===== src/rtl/pin_irq_pkg.sv =====
package pin_irq_pkg;
   typedef enum logic [2:0] {
      MODE_OFF  = 3'd0,
      MODE_HIGH = 3'd1,
      MODE_LOW  = 3'd2,
      MODE_RISE = 3'd3,
      MODE_FALL = 3'd4,
      MODE_BOTH = 3'd5
   } pin_mode_e;
endpackage


===== src/rtl/pin_irq_mode_regs.sv =====
module pin_irq_mode_regs #(
   parameter int PIN_W = 32,
   localparam int IDX_W = (PIN_W > 1) ? $clog2(PIN_W) : 1
) (
   input  logic             clk,
   input  logic             rst_n,
   input  logic             cfg_valid,
   input  logic [IDX_W-1:0] cfg_pin,
   input  logic [2:0]       cfg_mode,
   output logic [PIN_W-1:0] edge_sel,
   output logic [PIN_W-1:0] pol_hi,
   output logic [PIN_W-1:0] pol_lo,
   output logic             cfg_err
);
   import pin_irq_pkg::*;

   logic [PIN_W-1:0] edge_d, hi_d, lo_d, bit_sel;
   logic             err_d;

   always_comb begin
      bit_sel = '0;
      bit_sel[cfg_pin] = 1'b1;
      edge_d = edge_sel;
      hi_d   = pol_hi;
      lo_d   = pol_lo;
      err_d  = 1'b0;
      if (cfg_valid) begin
         case (cfg_mode)
            MODE_OFF:  ;
            MODE_HIGH: begin edge_d &= ~bit_sel; hi_d |=  bit_sel; lo_d &= ~bit_sel; end
            MODE_LOW:  begin edge_d &= ~bit_sel; hi_d &= ~bit_sel; lo_d |=  bit_sel; end
            MODE_RISE: begin edge_d |=  bit_sel; hi_d |=  bit_sel; lo_d &= ~bit_sel; end
            MODE_FALL: begin edge_d |=  bit_sel; hi_d &= ~bit_sel; lo_d |=  bit_sel; end
            MODE_BOTH: begin edge_d |=  bit_sel; hi_d |=  bit_sel; lo_d |=  bit_sel; end
            default:   err_d = 1'b1;
         endcase
      end
   end

   always_ff @(posedge clk) begin
      if (!rst_n) begin
         edge_sel <= '1;
         pol_hi   <= '1;
         pol_lo   <= '1;
         cfg_err  <= 1'b0;
      end else begin
         edge_sel <= edge_d;
         pol_hi   <= hi_d;
         pol_lo   <= lo_d;
         cfg_err  <= err_d;
      end
   end
endmodule


===== src/rtl/pin_irq_merge.sv =====
module pin_irq_merge #(
   parameter int PIN_W = 32
) (
   input  logic             clk,
   input  logic             rst_n,
   input  logic             samp_valid,
   input  logic [PIN_W-1:0] samp_level,
   input  logic [PIN_W-1:0] samp_mask,
   output logic [PIN_W-1:0] merged,
   output logic [PIN_W-1:0] changed
);
   logic [PIN_W-1:0] held_q;

   assign merged  = (held_q & ~samp_mask) | (samp_level & samp_mask);
   assign changed = held_q ^ merged;

   always_ff @(posedge clk) begin
      if (!rst_n)          held_q <= '0;
      else if (samp_valid) held_q <= merged;
   end
endmodule


===== src/rtl/pin_irq_eval.sv =====
module pin_irq_eval #(
   parameter int PIN_W   = 32,
   parameter int PIN_CNT = 32
) (
   input  logic             samp_valid,
   input  logic [PIN_W-1:0] merged,
   input  logic [PIN_W-1:0] changed,
   input  logic [PIN_W-1:0] edge_sel,
   input  logic [PIN_W-1:0] pol_hi,
   input  logic [PIN_W-1:0] pol_lo,
   output logic [PIN_W-1:0] events
);
   for (genvar i = 0; i < PIN_W; i++) begin : g_pin
      if (i < PIN_CNT) begin : g_live
         logic match;
         assign match = (merged[i] & pol_hi[i]) | (~merged[i] & pol_lo[i]);
         assign events[i] = samp_valid & match & (~edge_sel[i] | changed[i]);
      end else begin : g_dead
         assign events[i] = 1'b0;
      end
   end
endmodule


===== src/rtl/pin_irq_detect.sv =====
module pin_irq_detect #(
   parameter int PIN_W   = 32,
   parameter int PIN_CNT = 32,
   localparam int IDX_W  = (PIN_W > 1) ? $clog2(PIN_W) : 1
) (
   input  logic             clk,
   input  logic             rst_n,
   input  logic             cfg_valid,
   input  logic [IDX_W-1:0] cfg_pin,
   input  logic [2:0]       cfg_mode,
   output logic             cfg_err,
   input  logic             samp_valid,
   input  logic [PIN_W-1:0] samp_level,
   input  logic [PIN_W-1:0] samp_mask,
   input  logic             clr_req,
   output logic [PIN_W-1:0] irq_status
);
   if (PIN_CNT < 1 || PIN_CNT > PIN_W) begin : g_bad_cnt
      $error("pin_irq_detect: PIN_CNT must lie in 1..PIN_W");
   end
   if (PIN_W > 64) begin : g_bad_w
      $error("pin_irq_detect: PIN_W above 64 is not supported");
   end

   logic [PIN_W-1:0] edge_sel, pol_hi, pol_lo, merged, changed, events;

   pin_irq_mode_regs #(.PIN_W(PIN_W)) u_mode (
      .clk(clk), .rst_n(rst_n), .cfg_valid(cfg_valid), .cfg_pin(cfg_pin),
      .cfg_mode(cfg_mode), .edge_sel(edge_sel), .pol_hi(pol_hi),
      .pol_lo(pol_lo), .cfg_err(cfg_err)
   );

   pin_irq_merge #(.PIN_W(PIN_W)) u_merge (
      .clk(clk), .rst_n(rst_n), .samp_valid(samp_valid),
      .samp_level(samp_level), .samp_mask(samp_mask),
      .merged(merged), .changed(changed)
   );

   pin_irq_eval #(.PIN_W(PIN_W), .PIN_CNT(PIN_CNT)) u_eval (
      .samp_valid(samp_valid), .merged(merged), .changed(changed),
      .edge_sel(edge_sel), .pol_hi(pol_hi), .pol_lo(pol_lo), .events(events)
   );

   always_ff @(posedge clk) begin
      if (!rst_n) irq_status <= '0;
      else        irq_status <= (clr_req ? '0 : irq_status) | events;
   end
endmodule


===== config.mk =====
export PLATFORM = sky130hd
export DESIGN_NAME = pin_irq_detect
export DESIGN_NICKNAME = d
export VERILOG_FILES = /design/src/rtl/pin_irq_pkg.sv /design/src/rtl/pin_irq_mode_regs.sv /design/src/rtl/pin_irq_merge.sv /design/src/rtl/pin_irq_eval.sv /design/src/rtl/pin_irq_detect.sv
export SDC_FILE = /design/constraint.sdc
export NUM_CORES = 1
export LEC_CHECK = 0
export BUFFER_PORTS_ARGS = -buffer_cell sky130_fd_sc_hd__clkbuf_2
export CELL_PAD_IN_SITES_DETAIL_PLACEMENT = 1
export CELL_PAD_IN_SITES_GLOBAL_PLACEMENT = 1
export CORE_MARGIN = 1
export CORE_UTILIZATION = 44
export DETAILED_ROUTE_END_ITERATION = 16
export GPL_ROUTABILITY_DRIVEN = 0
export PLACE_DENSITY_LB_ADDON = 0.25
export RECOVER_POWER = 100
export SYNTH_ARGS = -nofsm -noshare
export SYNTH_HDL_FRONTEND = slang
export SYNTH_SLANG_ARGS = --single-unit

===== constraint.sdc =====
create_clock -name clk -period 1.4 [get_ports clk]
set_input_delay 0.07 -clock clk [delete_from_list [all_inputs] [get_ports clk]]
set_output_delay 0.07 -clock clk [all_outputs]
set_load 0.1 [all_outputs]

[Yosys cells after proc, flatten, opt, wreduce, memory -nomap -nowiden]
Index checks and enable logic that the tools add are counted.
Operators by class
  bitwise logic cells: 269
  magnitude comparators: 2
  reduce and logical (&&, ||, !) cells: 16
  muxes and demuxes: 7
  equal/unequal tests: 5
Operators with widths (number)
  $pmux W32 S2: 3
  $and A32 B32 Y32: 5
  $or A32 B32 Y32: 5
  $and A1 B1 Y1: 128
  $not A1 Y1: 64
  $not A32 Y32: 2
  $or A1 B1 Y1: 64
  $mux W32: 1
  $xor A32 B32 Y32: 1
  $reduce_or A3 Y1: 3
  $reduce_and A2 Y1: 4
  $eq A3 B2 Y1 const B: 2
  $eq A3 B3 Y1 const B: 2
  $lt A5 B6 Y1 const B: 1
  $reduce_bool A2 Y1: 3
  $reduce_or A2 Y1: 3
  $reduce_or A6 Y1: 1
  $demux W1 S5: 1
  $ge A5 B1 Y1 const B: 1
  $eq A3 B1 Y1 const B: 1
  $logic_not A3 Y1: 1
  $mux W1: 2
  $logic_and A1 B1 Y1: 1
Word-level totals
  input bits: 77
  output and inout bits: 33
  flip-flop bits (word level): 161
  word-level logic and storage cells: 305

[Depth between registers and ports, before layout]
Gate-level depths: netlist (run 1).
  depth in word-level cells: 9
  mapped depth: 5
  mapped depth without buffers: 3

[Cells and area by module]
From an unflattened synthesis (run 1), not the netlist that was laid out.
Unflattened totals
  cells, all modules: 863
  area, all modules: 8524.4 µm²
Modules (own cells, without submodules)
  pin_irq_mode_regs: times used 1, area an instance 4245.3 µm², cells each 395, sequential area each 1941.9 µm²
  pin_irq_merge: times used 1, area an instance 2289.7 µm², cells each 266, sequential area each 640.6 µm²
  pin_irq_detect: times used 1, area an instance 1121.1 µm², cells each 102, sequential area each 640.6 µm²
  pin_irq_eval: times used 1, area an instance 868.3 µm², cells each 100, sequential area each 0.0 µm²

[Least setup slack after synthesis (run 1)]
No wires, ideal clock.
  kind: flip-flop to flip-flop
  start: register irq_status[0]
  end: register irq_status[0]
  arrival: 1195 ps
  slack: 131 ps
  stages on the path, launching flop included: 3
  period minus slack after synthesis: 1269 ps
  path buffers: 0
  library setup time: 74 ps
  required time: 1326 ps
  path through: dfxtp_1 -> nand2b_1 -> a31oi_1
On the way
  cells in the longest elaborated chain, start to end: 2
Ends and longest elaborated chain
  start, declared: RTL line pin_irq_detect.sv:16  | output logic [PIN_W-1:0] irq_status
  start signal, assigned: RTL line pin_irq_detect.sv:46  | else irq_status <= (clr_req ? '0 : irq_status) | events;
  $mux W32: RTL line pin_irq_detect.sv:46
  $or A32 B32 Y32: RTL line pin_irq_detect.sv:46
No other way between the ends.
A chain may end at the register's enable or synchronous reset.

[Final worst setup path (run 1)]
  start: register irq_status[4]
  end: output irq_status[4]
No word-level cell between the ends.

==> results_dict.tcl, run 1 <==
set metrics [dict create \
    yosys.area.top_type "dfxtp_1" \
    holdWs_ns 0.0127 \
    hp-class "in -> reg" \
    nets 1074 \
    cts_buffer_depth 2 \
    antenna_found_initial 0 \
    io_buffers 109 \
    grt_usage_pct 26.3 \
    rsz0062_at_grt "no" \
    synth-simple-area-share_pct 25.3 \
    finalSetupTns_ns 0 \
    area_growth_pct 27.7 \
    fp.dieW_um 133 \
    worst_ir_drop_vdd_v 0.000906 \
    fin_crit_ns 1.35 \
    row_count 47 \
    cp_num_buf_inv 1 \
    clk_latency_ns 0.44 \
    dr.first_iter.drc_count 282 \
    synth_top_family_by_area "simple AND/OR/NAND/NOR gates" \
    endpoint_kind "output pin" \
    yosysWarnings 0 \
    synth.area.mux_share_pct 16.2 \
    synth_top_cell_area_share_pct 42.8 \
    syn-cell-area_um2 7530 \
    synth_nets 893 \
    arrival_ns 1.28 \
    ant_nets 0 \
    avgSynthCellArea_um2 9.22 \
    worstPathRequired_ns 1.33 \
    diodes 0 \
    grt_start_max_net_pins 78 \
    via_per_inst 5.57 \
    rrSetupSlack_ns 0.13 \
    outcome "finished, final reports clean" \
    worst_slew_pin_slew_ns 1.20 \
    stdcell_area_um2 9610 \
    numCtsBuffers 17 \
    max_freq_mhz 742 \
    power_density_nw_per_um2 1130 \
    clk_pin_slew_ns 0.07 \
    grt_first_pass_wirelength_um 36600 \
    finalClockSkew_ns 0.00668 \
    synth_compound_area_share_pct 11.3 \
    grt_overflow 0 \
    clock_sinks 161 \
    synth-xor-area-share_pct 0 \
    initial_utilization_pct 45.2 \
    vias 6846 \
    die_area_um2 17600 \
    critPathMaxFanout 2 \
    use_met2_pct 48.6 \
    wl_per_cell_um 18.2 \
    slowest_stage "clkbuf_2" \
    max_cap_viol_count 0 \
    synthAdderAreaFrac_pct 0 \
    clockRootBuffer "clkbuf_16" \
    place_inst 1124 \
    drtPass1Iterations 4 \
    fin_cells 1230 \
    syn_inst 816 \
    power.static_leakage_nw 4.48 \
    slew_headroom_pct 19.8 \
    synth-seq-cells 161 \
    synth-seq-area-share_pct 42.8 \
    postPlaceCellArea_um2 8460 \
    totalWireLength_um 22300 \
    yosys.cell_types.count 31 \
    core_area_um2 16600 \
    grt_pass1_vias 7445 \
    drive_gt1_share_pct 16.0 \
    min_period_over_period_pct 96.3 \
    hold_viol 0 \
    synth.area.top_cells "dfxtp_1, mux2i_1, nor2_1, nand2b_1, nand4_2" \
    drc_errors 0 \
    use_met1_pct 29.2 \
    crit_path_start_kind "register" \
    ios 110 \
    critical_path_class "reg -> out" \
    crit_family "buffers and inverters" \
    setup_viol 0 \
    cts_tree "done" \
    gr-usage-met3_pct 4.64 \
    cpPeakStageDelay_ns 0.47 \
    hpwl_um 14500 \
    htree_levels 4 \
    crit_chain "clkbuf_2" \
    top_usage_layer "met2" \
    slew_viol_final 0 \
    die_h_um 133 \
]
[cell families after synthesis]
kind of cell / count (synthesis)
and+or+nand+nor: 349
muxes: 122
DFF: 161
buffers and inverters: 80
AOI/OAI and AO/OA: 104
[per-layer routing]
layer,vias to the layer above,wire length [um]
li1,3272,-
met1,3399,9090
met2,125,12000
met3,50,590
met4,0,645
met5,-,0
[timing repair]
action | 4_1_cts | 5_1_grt
hold buffers | 71 | 0
hold endpoints to repair | 33 | 0
gates resized for setup | 0 | 1
setup buffers | 0 | 3
setup endpoints to repair | 0 | 6
[cell usage after synthesis (all sizes together)]
cell type and count:
dfxtp 161, mux2i 122, nor2 112, nand2 66
nand2b 51, nor2b 41, inv 33, nand4 32
clkbuf 31, a21oi 20, a221o 19, a32o 19
nand3 19, o221ai 19, buf 16, a31oi 13
nand4b 13, o2111ai 13, and3b 4, nor3b 4
nor3 3, and2 2, a21boi 1, and3 1
or3 1
[cell usage in the layout (no fill, tap or decap), drive strengths merged]
cell type / count
and2: 2
and3b: 4
and3: 1
a32o: 19
dfxtp: 161
mux2i: 122
nor3: 3
bufinv: 1
a31oi: 13
o221ai: 19
buf: 28
nand2: 66
or3: 1
clkinv: 8
nand3: 19
o2111ai: 13
inv: 33
nor3b: 4
nand2b: 51
nor2b: 41
nor2: 112
clkbuf: 129
dlygate4sd3: 71
a221o: 19
nand4: 32
a21boi: 1
clkinvlp: 4
a21oi: 20
nand4b: 13
[metrics by stage]
stage | setup WS (ns) | utilization, % | total power, mW
6_report | 0.0520 | 57.7 | 10.9
3_5_place_dp | -0.0448 | 50.8 | 6.34
5_1_grt | 0.00437 | 57.7 | 11.2
2_1_floorplan | 0.131 | - | 5.83
4_1_cts | 0.00510 | 58.5 | 10.9
3_3_place_gp | 0.0000802 | 50.8 | 6.27
[area by class of cell]
| cell class | count | area [um2] |
|---|---|---|
| flip-flops and latches | 161 | 3220 |
| inverters | 33 | 126 |
| repair buffers | 209 | 1530 |
| fillers | 1945 | 7030 |
| clock inverters | 13 | 115 |
| well taps | 220 | 275 |
| clock buffers | 19 | 443 |
| multi-input cells | 575 | 3890 |
[report_power, final]
part	internal (mW)	switching (mW)	leakage, nW
combinational	0.558	1.03	2.90
sequential	4.70	0.0930	1.31
clock	2.49	1.99	0.265
total	7.75	3.11	4.48
[path summary, 6_finish.rpt]
kind,from,endpoint,depth (start not counted)
max,irq_status[4],irq_status[4],1
min,samp_mask[1],u_merge.held_q[1],4
max reg2reg,u_merge.held_q[0],u_merge.held_q[0],3
min reg2reg,irq_status[24],irq_status[24],1
Note: power is estimated with default switching activity, not from simulation.
==> run 2: changes to the inputs <==
--- a/config.mk
+++ b/config.mk
@@ -9,7 +9,7 @@
 export CELL_PAD_IN_SITES_DETAIL_PLACEMENT = 1
 export CELL_PAD_IN_SITES_GLOBAL_PLACEMENT = 1
 export CORE_MARGIN = 1
-export CORE_UTILIZATION = 44
+export CORE_UTILIZATION = 39
 export DETAILED_ROUTE_END_ITERATION = 16
 export GPL_ROUTABILITY_DRIVEN = 0
 export PLACE_DENSITY_LB_ADDON = 0.25
==> constraint.sdc (replaced) <==
create_clock -name clk -period 1.18 [get_ports clk]
set_input_delay 0.059 -clock clk [delete_from_list [all_inputs] [get_ports clk]]
set_output_delay 0.059 -clock clk [all_outputs]
set_load 0.1 [all_outputs]
==> results_dict.tcl, run 2 (synthesized netlist as in run 1, its figures left out) <==
set metrics [dict create \
    fp.dieW_um 141 \
    drc_errors 0 \
    min_period_over_period_pct 98.1 \
    hold_viol 1 \
    clock_sinks 161 \
    core_area_um2 18800 \
    arrival_ns 1.52 \
    slew_headroom_pct 58.6 \
    totalWireLength_um 20900 \
    crit_path_start_kind "input port" \
    initial_utilization_pct 40.0 \
    die_area_um2 19900 \
    antenna_found_initial 0 \
    vias 6653 \
    critical_path_class "in -> reg" \
    utilization_pct 53.0 \
    dr.first_iter.drc_count 240 \
    worst_ir_drop_vdd_v 0.00106 \
    mostFrequentLayoutCell "dfxtp_1" \
    numCtsBuffers 17 \
    hold_depth 4 \
    wl_met2_um 10400 \
    finalClockSkew_ns 0.00393 \
    hpwl_um 13300 \
    cp_common_cell "dlygate4sd3_1" \
    io_buffers 109 \
    crit_chain "dlygate4sd3_1, buf_2, nand3_1, dlygate4sd3_1, a21oi_1" \
    power.total_mw 13.1 \
    clk_pin_slew_ns 0.06 \
    fin_cells 1276 \
    max_freq_mhz 864 \
    worstPathRequired_ns 1.54 \
    wl_met1_um 9600 \
    htree_levels 4 \
    power.static_leakage_nw 4.81 \
    cts_buffer_depth 2 \
    stdcell_area_um2 9980 \
    ant_nets 0 \
    grt_start_max_net_pins 57 \
    critPathMaxFanout 6 \
    grt_usage_pct 22.2 \
    cts_setup_buffers 0 \
    die_h_um 141 \
    violations "negative hold slack" \
    place_inst 1171 \
    row_count 50 \
    drive_gt1_share_pct 18.5 \
    drtPass1Iterations 4 \
    route.met3.wl_um 516 \
    via_per_inst 5.21 \
    num-fill-cells 2165 \
    worst_slew_pin_slew_ns 0.621 \
    r2r_cells 3 \
    cts_tree "done" \
    diodes 0 \
    clockRootBuffer "clkbuf_16" \
    grt_pass1_vias 6933 \
    multiInputGateArea_um2 3990 \
    hp-class "in -> reg" \
    highest_layer "met4" \
    outcome "complete, but fails checks" \
    postPlaceCellArea_um2 8710 \
    clk_latency_ns 0.43 \
    worst_slack_ns 0.0228 \
    holdWs_ns -0.00616 \
    slowest_stage "dlygate4sd3_1" \
    max_cap_viol_count 0 \
    wl_per_cell_um 16.4 \
    endpoint_kind "register" \
    nets 1080 \
    pre_cts_ws_ns -0.145 \
    cpPeakStageDelay_ns 0.58 \
    setup_viol 0 \
    power_density_nw_per_um2 1310 \
    fin_crit_ns 1.16 \
    seqCellArea_um2 3230 \
    grt_first_pass_wirelength_um 34600 \
    layout_common_cells "dfxtp_1, mux2i_1, nor2_1" \
    slew_viol_final 0 \
    grt_overflow 0 \
    area_growth_pct 32.6 \
    ios 110 \
]
## run 2: changes by cell type in the layout (fill, tap and decap cells not counted), sizes merged
cell	delta
buf	+45
clkbuf	-38
clkinv	-6
clkinvlp	+2
dlygate4sd3	+3
dlymetal6s4s	+1
inv	-1
## run 2: critical path, delay by kind of cell
family / cells / cell delay [ns]
buffers and inverters: 3 / 1.24
AO/OA/AOI/OAI: 1 / 0.12
AND/OR/NAND/NOR: 1 / 0.09
## run 2: cell type report
cell class | instances | area share [%]
Clock buffer | 24 | 5.03
Clock inverter | 8 | 0.778
Inverter | 33 | 1.25
Multi-Input combinational cell | 575 | 40.0
Sequential cell | 161 | 32.4
Tap cell | 260 | 3.26
Timing Repair Buffer | 215 | 17.3
## run 2: power breakdown
group	internal [mW]	switching (mW)	total [mW]
sequential	5.58	0.102	5.68
clock	3.18	2.28	5.46
combinational	0.736	1.23	1.96
total	9.49	3.61	13.1
## run 2: stage by stage
stage / hold WS [ns] / setup TNS [ns]
after floorplan: 0.173 / 0
after global placement: 0.315 / -1.44
after detailed placement: 0.315 / -3.30
after CTS: 0.00179 / 0
after global routing: 0.0158 / -0.0311
final: -0.00616 / 0
## run 2: final timing paths
kind	start	to	slack (ns)
setup / recovery	samp_mask[27]	u_merge.held_q[27]	0.02
hold / removal	samp_mask[30]	u_merge.held_q[30]	-0.006
setup reg to reg	register	irq_status[31]	0.03
hold reg to reg	irq_status[17]	irq_status[17]	0.46
## run 2: per-layer routing
metal	vias to the layer above	track usage (%)
li1	3277	-
met5	-	0
met2	92	40.1
met4	0	7.44
met1	3259	26.5
met3	25	3.67
## run 2: repair_timing
action                                  in CTS  in global routing
hold buffers                                82                  0
gates resized for setup                      1                 32
endpoints found under the setup margin       1                 18
gates cloned                                 0                  0
pin swaps                                    0                  0
hold endpoints to repair                    34                  0
==> run 3: changes to the inputs <==
--- a/config.mk
+++ b/config.mk
@@ -5,13 +5,15 @@
 export SDC_FILE = /design/constraint.sdc
 export NUM_CORES = 1
 export LEC_CHECK = 0
+export ABC_AREA = 1
 export BUFFER_PORTS_ARGS = -buffer_cell sky130_fd_sc_hd__clkbuf_2
 export CELL_PAD_IN_SITES_DETAIL_PLACEMENT = 1
 export CELL_PAD_IN_SITES_GLOBAL_PLACEMENT = 1
 export CORE_MARGIN = 1
-export CORE_UTILIZATION = 39
+export CORE_UTILIZATION = 36
 export DETAILED_ROUTE_END_ITERATION = 16
 export GPL_ROUTABILITY_DRIVEN = 0
+export GPL_TIMING_DRIVEN = 0
 export PLACE_DENSITY_LB_ADDON = 0.25
 export RECOVER_POWER = 100
 export SYNTH_ARGS = -nofsm -noshare
==> results_dict.tcl, run 3 <==
set metrics [dict create \
    min_from "samp_mask[12]" \
    clock_sinks 161 \
    layout_common_cells "nand2_1, nand3_1, inv_1" \
    synth-xor-area-share_pct 0 \
    fin_crit_ns 1.15 \
    ys_top_cells_by_count "nand2_1, nand3_1, dfxtp_1, inv_1, a21oi_1" \
    initial_utilization_pct 37.2 \
    endpoint "irq_status[6]" \
    endpoint_kind "output pin" \
    synth.area.top_cells "dfxtp_1, nand2_1, nand3_1, inv_1, a21oi_1" \
    critPathMaxFanout 2 \
    synthArstFlopShare_pct 0 \
    numCtsBuffers 17 \
    drtPass1Iterations 4 \
    synth.area.mux_share_pct 0 \
    die_area_um2 22700 \
    cts_buffer_depth 2 \
    rrSetupSlack_ns 0.21 \
    yosysWarnings 0 \
    synth-edff-count 0 \
    finalSetupTns_ns 0 \
    cp_num_buf_inv 1 \
    crit_chain "clkbuf_4" \
    nets 1529 \
    clk_pin_slew_ns 0.07 \
    power.static_leakage_nw 5.44 \
    avgSynthCellArea_um2 6.18 \
    io_buffers 106 \
    die_h_um 151 \
    max_freq_mhz 866 \
    grt_first_pass_wirelength_um 43800 \
    drive_gt1_share_pct 12.9 \
    synthAdderAreaFrac_pct 0 \
    slew_headroom_pct 44.5 \
    totalWireLength_um 27100 \
    via_per_inst 5.06 \
    ys.flop_type "dfxtp_1" \
    arrival_ns 1.10 \
    rr_endpoint "irq_status[13]" \
    num-fill-cells 2889 \
    outcome "complete, but fails checks" \
    yosysMostFrequentCell "nand2_1" \
    violations "negative hold slack" \
    clk_latency_ns 0.43 \
    power_density_nw_per_um2 1440 \
    drc_errors 0 \
    area_growth_pct 25.6 \
    ios 110 \
    max_cap_viol_count 0 \
    syn-cell-area_um2 7950 \
    synth-seq-cells 161 \
    cpPeakStageDelay_ns 0.33 \
    syn_inst 1286 \
    hp-class "in -> reg" \
    setup_viol 0 \
    worst_ir_drop_vdd_v 0.000927 \
    crit_family "flip-flops" \
    synth_nets 1363 \
    htree_levels 4 \
    mostFrequentLayoutCell "nand2_1" \
    grt_pass1_vias 8852 \
    wl_per_cell_um 15.5 \
    fp.dieW_um 151 \
    holdWs_ns -0.00120 \
    fin_cells 1743 \
    core_area_um2 21400 \
    synth_compound_area_share_pct 7.85 \
    yosys.cell_types.count 15 \
    synth-seq-area-share_pct 40.5 \
    hpwl_um 19400 \
    r2r_cells 6 \
    synth_top_family_by_area "simple AND/OR/NAND/NOR gates" \
    grt_usage_pct 24.8 \
    worst_slew_pin_slew_ns 0.833 \
    grt_overflow 0 \
    vias 8824 \
    min_period_over_period_pct 97.8 \
    clockRootBuffer "clkbuf_16" \
    place_inst 1667 \
    yosys.area.top_type "dfxtp_1" \
    hold_viol 3 \
    slew_viol_final 0 \
    worstPathRequired_ns 1.12 \
    crit_path_start_kind "register" \
    dr.first_iter.drc_count 459 \
    ant_nets 0 \
    finalClockSkew_ns 0.00568 \
    antenna_found_initial 1 \
    worst_slack_ns 0.0255 \
    synth_top_cell_area_share_pct 40.5 \
    rsz0062_at_grt "no" \
    r2r_start "u_merge.held_q[13]" \
    startpoint "irq_status[6]" \
    grt_start_max_net_pins 17 \
    cts_tree "done" \
    synth-simple-area-share_pct 41.3 \
    critical_path_class "reg -> out" \
    slowest_stage "dfxtp_1" \
    pre_cts_ws_ns -0.516 \
    path_depth 1 \
    row_count 53 \
]
## run 3: timing repair
item                       CTS  global route
resized for setup           36             8
hold endpoints to repair    27             0
gates cloned                 0             0
setup endpoints to repair   45             7
buffers inserted             0             0
hold buffers                41             0
## run 3: worst min-delay path by stage
stage                          to  slack (ns)  cells after the start
3_3_place_gp       u_mode.cfg_err        0.28                      3
4_1_cts        u_merge.held_q[11]      0.0003                      5
3_5_place_dp       u_mode.cfg_err        0.29                      3
6_report       u_merge.held_q[12]      -0.001                      5
2_1_floorplan      u_mode.cfg_err        0.18                      2
5_1_grt        u_merge.held_q[27]        0.04                      5
## run 3: stage by stage
stage	utilization (%)	hold slack (ns)	area [um2]	total power, mW
finish	46.7	-0.00120	9980	14.3
global route	46.7	0.0381	9980	14.9
global placement	41.5	0.284	8860	8.25
CTS	46.8	0.000336	9990	14.4
detailed placement	41.5	0.293	8860	8.31
floorplan	-	0.179	7990	7.59
## run 3: cell type report
class | count | area, um2 | share of cell area, %
Sequential cell | 161 | 3250 | 32.6
Clock inverter | 13 | 174 | 1.74
Multi-Input combinational cell | 917 | 3910 | 39.1
Inverter | 153 | 574 | 5.75
Buffer | 55 | 248 | 2.48
Tap cell | 275 | 344 | 3.45
Clock buffer | 19 | 453 | 4.54
Timing Repair Buffer | 147 | 1020 | 10.2
Antenna cell | 3 | 7.51 | 0.0752
## run 3: logic make-up after synthesis
| kind of cell | after synthesis |
|---|---|
| and+or+nand+nor | 795 |
| buffers and inverters | 208 |
| DFF | 161 |
| AOI/OAI and AO/OA | 122 |
## run 3: where the power goes
group,internal [mW],switching [mW],total (mW)
sequential,5.65,0.128,5.78
combinational,0.702,1.87,2.57
clock,3.49,2.51,6.00
total,9.84,4.50,14.3
## run 3: metal layers
metal  track usage [%]  wire length [um]  vias up
met3              3.00              1000       30
li1                  -                 -     4391
met4              7.10               452        0
met5                 0                 0        -
met1              31.1             12400     4228
met2              44.3             13200      175
## run 3: worst min-delay path: stages
cell and delay [ns]:
clkbuf_2 0.10, nand2_1 0.05, nand2_1 0.07, o21ai_0 0.07, inv_1 0.05
